## src/rtl/bank_trk_pkg.sv

```systemverilog
// Shared types for the bank row tracker.
// Assumes the usual active-low strobe order {ras_n, cas_n, we_n}.
package bank_trk_pkg;

    typedef enum logic [2:0] {
        CMD_NOP = 3'd0,
        CMD_ACT = 3'd1,
        CMD_RD  = 3'd2,
        CMD_WR  = 3'd3,
        CMD_PRE = 3'd4,
        CMD_REF = 3'd5,
        CMD_MRS = 3'd6,
        CMD_BST = 3'd7
    } cmd_t;

endpackage

```

## src/rtl/bank_cmd_decode.sv

```systemverilog
// Turns the four command strobes into one command code.
// Assumes the strobes are already synchronous to clk; when chip-select is high
// the result is CMD_NOP.
module bank_cmd_decode
    import bank_trk_pkg::*;
(
    input  logic cs_n,
    input  logic ras_n,
    input  logic cas_n,
    input  logic we_n,
    output cmd_t cmd
);

    // Map the strobe pattern to a command code.
    always_comb begin
        if (cs_n) begin
            cmd = CMD_NOP;
        end else begin
            case ({ras_n, cas_n, we_n})
                3'b011:  cmd = CMD_ACT;
                3'b101:  cmd = CMD_RD;
                3'b100:  cmd = CMD_WR;
                3'b010:  cmd = CMD_PRE;
                3'b001:  cmd = CMD_REF;
                3'b000:  cmd = CMD_MRS;
                3'b110:  cmd = CMD_BST;
                default: cmd = CMD_NOP;
            endcase
        end
    end

endmodule

```

## src/rtl/bank_rule_ctrl.sv

```systemverilog
// Applies the bank-state rules to one decoded command.
// Produces per-bank open and close requests and a registered illegal flag.
// Assumes bank_open reflects the state before the current edge.
module bank_rule_ctrl
    import bank_trk_pkg::*;
#(
    parameter int BANK_BITS = 2,
    localparam int NB       = 1 << BANK_BITS
) (
    input  logic                 clk,
    input  logic                 rst_n,
    input  cmd_t                 cmd,
    input  logic [BANK_BITS-1:0] ba,
    input  logic                 ap_flag,
    input  logic [NB-1:0]        bank_open,
    output logic [NB-1:0]        open_req,
    output logic [NB-1:0]        close_req,
    output logic                 illegal_q
);

    logic bad;

    // Decide the state change, or rejection, for the current command.
    always_comb begin
        open_req  = '0;
        close_req = '0;
        bad       = 1'b0;
        case (cmd)
            CMD_ACT: begin
                if (bank_open[ba]) bad = 1'b1;
                else               open_req[ba] = 1'b1;
            end
            CMD_RD, CMD_WR: begin
                if (!bank_open[ba]) bad = 1'b1;
                else if (ap_flag)   close_req[ba] = 1'b1;
            end
            CMD_PRE: begin
                if (ap_flag) close_req = '1;
                else         close_req[ba] = 1'b1;
            end
            CMD_REF, CMD_MRS: begin
                if (|bank_open) bad = 1'b1;
            end
            default: ;
        endcase
    end

    // Register the illegal flag so it lasts one cycle per rejected command.
    always_ff @(posedge clk) begin
        if (!rst_n) illegal_q <= 1'b0;
        else        illegal_q <= bad;
    end

endmodule

```

## src/rtl/bank_slot.sv

```systemverilog
// State of one bank: an open flag and the row latched by the last accepted
// activate. The row register keeps its value after the bank closes.
// Assumes open_req and close_req are never both set.
module bank_slot #(
    parameter int ROW_BITS = 13
) (
    input  logic                clk,
    input  logic                rst_n,
    input  logic                open_req,
    input  logic                close_req,
    input  logic [ROW_BITS-1:0] row_in,
    output logic                is_open,
    output logic [ROW_BITS-1:0] row_q
);

    // Track the open flag and capture the row on an accepted activate.
    always_ff @(posedge clk) begin
        if (!rst_n) begin
            is_open <= 1'b0;
            row_q   <= '0;
        end else if (open_req) begin
            is_open <= 1'b1;
            row_q   <= row_in;
        end else if (close_req) begin
            is_open <= 1'b0;
        end
    end

endmodule

```

## src/rtl/bank_row_tracker.sv

```systemverilog
// Top: shadows the open or idle state and the open row of every bank
// from the command pins. It covers no timing parameters and no data path.
// Assumes a synchronous command bus sampled on the rising edge of clk.
module bank_row_tracker
    import bank_trk_pkg::*;
#(
    parameter int BANK_BITS = 2,
    parameter int ROW_BITS  = 13,
    parameter int AP_BIT    = 10,
    localparam int NB       = 1 << BANK_BITS
) (
    input  logic                   clk,
    input  logic                   rst_n,
    input  logic                   cs_n,
    input  logic                   ras_n,
    input  logic                   cas_n,
    input  logic                   we_n,
    input  logic [BANK_BITS-1:0]   ba,
    input  logic [ROW_BITS-1:0]    addr,
    output logic [NB-1:0]          bank_open,
    output logic [NB*ROW_BITS-1:0] open_row,
    output logic                   all_idle,
    output logic                   illegal_cmd
);

    cmd_t          cmd;
    logic [NB-1:0] open_req;
    logic [NB-1:0] close_req;

    bank_cmd_decode dec_i (
        .cs_n  (cs_n),
        .ras_n (ras_n),
        .cas_n (cas_n),
        .we_n  (we_n),
        .cmd   (cmd)
    );

    bank_rule_ctrl #(.BANK_BITS(BANK_BITS)) ctrl_i (
        .clk       (clk),
        .rst_n     (rst_n),
        .cmd       (cmd),
        .ba        (ba),
        .ap_flag   (addr[AP_BIT]),
        .bank_open (bank_open),
        .open_req  (open_req),
        .close_req (close_req),
        .illegal_q (illegal_cmd)
    );

    for (genvar i = 0; i < NB; i++) begin : g_bank
        bank_slot #(.ROW_BITS(ROW_BITS)) slot_i (
            .clk       (clk),
            .rst_n     (rst_n),
            .open_req  (open_req[i]),
            .close_req (close_req[i]),
            .row_in    (addr),
            .is_open   (bank_open[i]),
            .row_q     (open_row[i*ROW_BITS +: ROW_BITS])
        );
    end

    // Summary flag for the register-set and refresh gate.
    always_comb all_idle = ~|bank_open;

endmodule

```

## config.mk

```make
export PLATFORM = sky130hd
export DESIGN_NAME = bank_row_tracker
export DESIGN_NICKNAME = d
export VERILOG_FILES = /design/src/rtl/bank_trk_pkg.sv /design/src/rtl/bank_cmd_decode.sv /design/src/rtl/bank_rule_ctrl.sv /design/src/rtl/bank_slot.sv /design/src/rtl/bank_row_tracker.sv
export SDC_FILE = /design/constraint.sdc
export NUM_CORES = 1
export LEC_CHECK = 0
export BUFFER_PORTS_ARGS = -buffer_cell sky130_fd_sc_hd__buf_2
export CAP_MARGIN = 20
export CORE_AREA = 2 2 53 105
export DETAILED_ROUTE_END_ITERATION = 7
export DIE_AREA = 0 0 55 107
export GPL_TIMING_DRIVEN = 0
export HOLD_SLACK_MARGIN = 0.03
export PLACE_DENSITY = 0.73
export SYNTH_ARGS = -nofsm -noshare
export SYNTH_HDL_FRONTEND = slang
export SYNTH_HIERARCHICAL = 1
export SYNTH_SLANG_ARGS = --single-unit
```

## constraint.sdc

```tcl
create_clock -name clk -period 3.2 [get_ports clk]
set_input_delay 0.64 -clock clk [delete_from_list [all_inputs] [get_ports clk]]
set_output_delay 0.64 -clock clk [all_outputs]
set_load 0.05 [all_outputs]
```

After elaboration in Yosys (flattened, before gate mapping)
Cells that the tools add are included.
{ "op_classes": {"n_shift": 0, "n_mul": 0, "reduce_logical": 10, "div": 0, "n_addsub": 0, "eq_ne": 12, "n_mux": 24, "magnitude_cmp": 2, "bitwise": 0} }
{ "op_table": {"columns": ["operator", "count"], "rows": [
  ["one-hot mux 3 bit (7 select lines)", 1],
  ["2-to-1 mux 4 bit", 5],
  ["== test 3 bit (second input constant)", 6],
  ["2-to-1 mux 1 bit", 13],
  ["== test 3 x 2 -> 1 bit (second input constant)", 4],
  ["one-hot mux 4 bit (2 select lines)", 1],
  ["nonzero test 2 bit", 4],
  ["== test 3 x 1 -> 1 bit (second input constant)", 2],
  ["OR reduction 2 bit", 2],
  ["OR reduction 4 bit", 1],
  ["zero test 3 bit", 1],
  ["< comparator 2 x 3 -> 1 bit (second input constant)", 1],
  ["2-to-1 mux 3 bit", 1],
  ["one-hot mux 1 bit (3 select lines)", 1],
  ["binary-select mux 1 bit (select 2 bit)", 1],
  ["demux 1 bit (select 2 bit)", 1],
  ["greater-or-equal comparator 2 x 1 -> 1 bit (second input constant)", 1],
  ["logical AND 1 bit", 1],
  ["zero test 1 bit", 1]
]} }
{ "totals": {"ramBits": 0, "latch_bits": 0, "word_cells": 57, "mem_bits_ro": 0, "n_memories": 0, "ff_bits": 57, "out_inout_bits": 58, "inputBits": 21} }

Longest topological paths before layout
{ "logic_depth": {"word_depth": 9, "ltp_mapped": 9, "ltp_nobuf": 7} }

Hierarchy
Netlist, hierarchy kept.
{ "modules_own_cells": {"columns": ["mod", "instances", "area_each_um2", "cells_each", "seq_area_each_um2"], "rows": [
  ["bank_slot", 4, 540.5, 45, 280.3],
  ["bank_rule_ctrl", 1, 257.7, 29, 20.0],
  ["bank_cmd_decode", 1, 47.5, 8, 0.0],
  ["bank_row_tracker", 1, 12.5, 1, 0.0]
]} }

Least setup slack after synthesis
Ideal clock, no wire load.
{ "synth_timing": {"path_type": "input-to-reg", "startpoint": "input ba[1]", "endpoint": "register g_bank[0].slot_i.row_q[1]", "required_ns": 3.083, "arrival_ns": 2.331, "slack_ns": 0.752, "cell_stages": 8, "cell_sequence": "clkbuf_1 -> mux4_2 -> or3b_4 -> nor3_2 -> buf_6 -> buf_12 -> mux2i_1 -> nor2b_1"} }
{ "synth_via": {"elab_chain_len": 6} }
{ "synth_rtl": {"columns": ["item", "line_no", "rtl"], "rows": [
  ["start: declaration", "bank_row_tracker.sv:18", "input logic [BANK_BITS-1:0] ba,"],
  ["< comparator 2 x 3 -> 1 bit (implied by the code) or greater-or-equal comparator 2 x 1 -> 1 bit (tied branches)", "bank_rule_ctrl.sv:31", "else open_req[ba] = 1'b1;"],
  ["logical AND 1 bit (implied by the code)", "bank_rule_ctrl.sv:31", null],
  ["2-to-1 mux 1 bit (implied by the code)", "bank_rule_ctrl.sv:31", null],
  ["demux 1 bit (select 2 bit)", null, null],
  ["2-to-1 mux 4 bit (*)", "bank_rule_ctrl.sv:30", "if (bank_open[ba]) bad = 1'b1;"],
  ["2-to-1 mux 4 bit (*)", "bank_rule_ctrl.sv:28", "case (cmd)"],
  ["net open_req[0]", "bank_row_tracker.sv:27", "logic [NB-1:0] open_req;"],
  ["end signal: assignment", "bank_slot.sv:23", "row_q <= row_in;"],
  ["end: declaration", "bank_slot.sv:13", "output logic [ROW_BITS-1:0] row_q"]
]} }
The timed path passes the listed nets; every way through them passes the cells marked *. The select of a mux whose other input is x is not followed.
A chain may end at the register's enable or synchronous reset.

Worst setup path after layout
{ "layout_timing": {"startpoint": "input ba[1]", "endpoint": "register g_bank[2].slot_i.row_q[6]"} }
{ "layout_via": {"elab_chain_len": 6} }
{ "layout_rtl": {"columns": ["item", "line_no"], "rows": [
  ["< comparator 2 x 3 -> 1 bit (implied by the code) or greater-or-equal comparator 2 x 1 -> 1 bit (tied branches)", "bank_rule_ctrl.sv:31"],
  ["logical AND 1 bit (implied by the code)", "bank_rule_ctrl.sv:31"],
  ["2-to-1 mux 1 bit (implied by the code)", "bank_rule_ctrl.sv:31"],
  ["demux 1 bit (select 2 bit)", null],
  ["2-to-1 mux 4 bit (*)", "bank_rule_ctrl.sv:30"],
  ["2-to-1 mux 4 bit (*)", "bank_rule_ctrl.sv:28"],
  ["net open_req[2]", "bank_row_tracker.sv:27"],
  ["end signal: assignment", "bank_slot.sv:23"],
  ["end: declaration", "bank_slot.sv:13"]
]} }
Marked as above.

==> out/metrics.csv <==
stage,metric,value,unit
status,status,completed,
worst_setup_path,path_buf_inv,3,
worst_setup_path,path_depth,8,
floorplan,coreArea,0.00509,mm2
floorplan,initial_core_util,48.7,%
logic_synthesis,synth-adder-area-share,0,%
final_layout,drive_gt1_share,35.6,%
grt,grt_antenna_before_repair,0,
logic_synthesis,ys_seq_area_share,46.0,%
placement,dp_hpwl,3960,um
sta,setup_tns,0,ns
worst_setup_path,r2r_cells,7,
worst_setup_path,path_max_fanout,10,
sta,tightest_slew,0.695,ns
logic_synthesis,synthFlopType,dfxtp_1,
power_and_ir_drop,peakVddDrop,0.538,mV
final_layout,layout_commonest_cell,buf_2,
final_layout,area_growth,26.9,%
final_layout,nFillCells,471,
sta,drv_slew,0,
worst_setup_path,crit_slowest_cell,or3b_4,
logic_synthesis,muxShareOfSynthArea,22.4,%
logic_synthesis,synthXorXnorAreaFrac,0.706,%
min_path,whs_path_depth,2,
clocking,clock-sinks,57,
placement,io_buffers,76,
worst_setup_path,crit_arrival,2.53,ns
logic_synthesis,synthDistinctLibCells,28,
clocking,holdBufCountCts,0,
clocking,clkSlewWorstSetupHoldPaths,0.06,ns
clocking,cts_tree,done,
floorplan,die_x,55,um
placement,dp_cells,352,
logic_synthesis,yosysWarnings,6,
logic_synthesis,synthArstFlopShare,0,%
placement,place_congestion,0.679,
power_and_ir_drop,power,1.61,mW
worst_setup_path,crit_chain,"clkbuf_1, mux4_2, or3b_4, nor3_2, buf_6, buf_12, mux2i_1, nor2b_1",
grt,grt_max_degree,22,
final_layout,final_cell_mix,"buf_2, nor2b_1, dfxtp_1",
sta,slew_headroom,53.6,%
worst_setup_path,cp_top_family,simple AND/OR/NAND/NOR gates,
worst_setup_path,worstSetupPathType,in2reg,
route,routed_wl,5460,um
logic_synthesis,synth_top_family_by_area,multiplexers,
grt,grt_pass1_wl,8170,um
sta,setup_viol,0,
clocking,numCtsBuffers,9,
clocking,clockBufferDepth,2,
logic_synthesis,synth_area_leaders,"dfxtp_1, mux2i_1, nor2b_1",
logic_synthesis,yosys.area_share.simple,19.4,%
power_and_ir_drop,p_leak,1.31,nW
floorplan,fp.dieH,107,um
flow_run,drv_cap,0,
sta,period_minus_slack,2.32,ns
final_layout,instances_no_fill,367,
worst_setup_path,worst_setup_path_end_kind,flop,
sta,finalHoldViolations,0,
final_layout,finalNetCount,326,
route,drc,0,
sta,fmax,431,MHz
logic_synthesis,ys_ff_latch,57,
logic_synthesis,synth_top_area_share,46.0,%
floorplan,die_area,0.00589,mm2
grt,grt_pass1_vias,1671,
logic_synthesis,synth-compound-area-share,4.84,%
worst_setup_path,worstPathRequired,3.41,ns
logic_synthesis,yosysTopAreaCell,dfxtp_1,
logic_synthesis,avgSynthCellArea,11.4,um2
sta,whs,0.510,ns
route,vias,1828,
clocking,post_cts.repair.setup_buffers,0,
grt,grt_overflow_total,0,
route,ant_nets,0,
logic_synthesis,synth_area,0.00248,mm2
route,drt_iter0_markers,27,
sta,fin_worst_skew,0.00501,ns
clocking,root_buffer,clkbuf_8,
logic_synthesis,syn-num-nets,239,
power_and_ir_drop,power.density,511,mW/mm2
clocking,h-tree-depth,3,
sta,rsz0062_at_grt,false,
clocking,cts_resized,0,
sta,post-route-period-util,72.6,%
grt,grt_usage,19.5,%
logic_synthesis,synth-edff-count,0,
logic_synthesis,netlist_instances,218,
worst_setup_path,crit_path_start_kind,input port,
floorplan,fp-row-count,37,
min_path,min_path_type,reg2reg,
route,viasPerCell,4.98,
clocking,clk_latency,0.32,ns
floorplan,pin_count,79,
final_layout,antenna_cells,0,
route,wl_per_cell,14.9,um
route,firstDrtPassIters,4,
worst_setup_path,max_stage_delay,0.43,ns
-- worst reg2reg max path, stage by stage (launching register included) --
cell	delay [ns]
dfxtp_1	0.36
mux4_2	0.52
or3b_4	0.43
nor3_2	0.16
buf_6	0.17
buf_12	0.15
mux2i_1	0.19
nor2b_1	0.07
-- path summary, 6_finish.rpt --
path                                   start                         end  slack (ns)
hold / removal    g_bank[2].slot_i/row_q[10]  g_bank[2].slot_i/row_q[10]        0.51
hold reg to reg   g_bank[2].slot_i/row_q[10]  g_bank[2].slot_i/row_q[10]        0.51
setup / recovery                       ba[1]   g_bank[2].slot_i/row_q[6]        0.88
setup reg to reg    g_bank[3].slot_i/is_open   g_bank[2].slot_i/row_q[6]        1.04
-- per-layer routing --
layer,up-vias,share of wire (%),track usage (%)
met4,0,1.6,7.67
met5,-,0,0
met3,7,4.2,4.87
met1,859,38,21.3
li1,917,-,-
met2,45,56,33.9
-- cell type report --
cell class                      count  area (um2)  share of cell area (%)
Tap cell                           58        72.6                    2.31
Clock inverter                      2        35.0                    1.11
Buffer                             14         155                    4.93
Multi-Input combinational cell    144        1170                    37.3
Sequential cell                    57        1140                    36.3
Timing Repair Buffer               76         380                    12.1
Inverter                            3        11.3                   0.358
Clock buffer                       13         179                    5.69
-- state kept, by name, indices dropped and copies added, names as in the netlist --
signal / count
ctrl_i/illegal_q: 1
g_bank.slot_i/is_open: 4
g_bank.slot_i/row_q: 52
-- per-stage QoR --
step                cell area (um2)  setup slack (ns)  utilization, %
floorplan                      2480             0.752               -
global route                   3150             0.761            61.8
detailed placement             2930             0.547            57.6
finish                         3150             0.877            61.8
global placement               2930             0.574            57.6
CTS                            3150             0.894            61.8
-- where the power goes --
group	internal [mW]	switching, mW
combinational	0.0676	0.114
clock	0.439	0.258
sequential	0.723	0.00757
total	1.23	0.379
-- cell usage after synthesis, drive strengths merged (2+ instances only) --
library cell / instances
a32o: 3
o21ai: 2
nor2: 2
nor3: 5
a41o: 3
buf: 9
nor2b: 58
xnor2: 2
mux2i: 52
inv: 3
nor4: 2
o21a: 4
nand2: 2
clkbuf: 5
dfxtp: 57
-- kinds of logic after synthesis --
logic type,count (synthesis)
xor+xnor,2
compound gates,14
buf+inv,17
simple gates,74
mux,54
flops,57
Power figures use the tool's default switching activity.
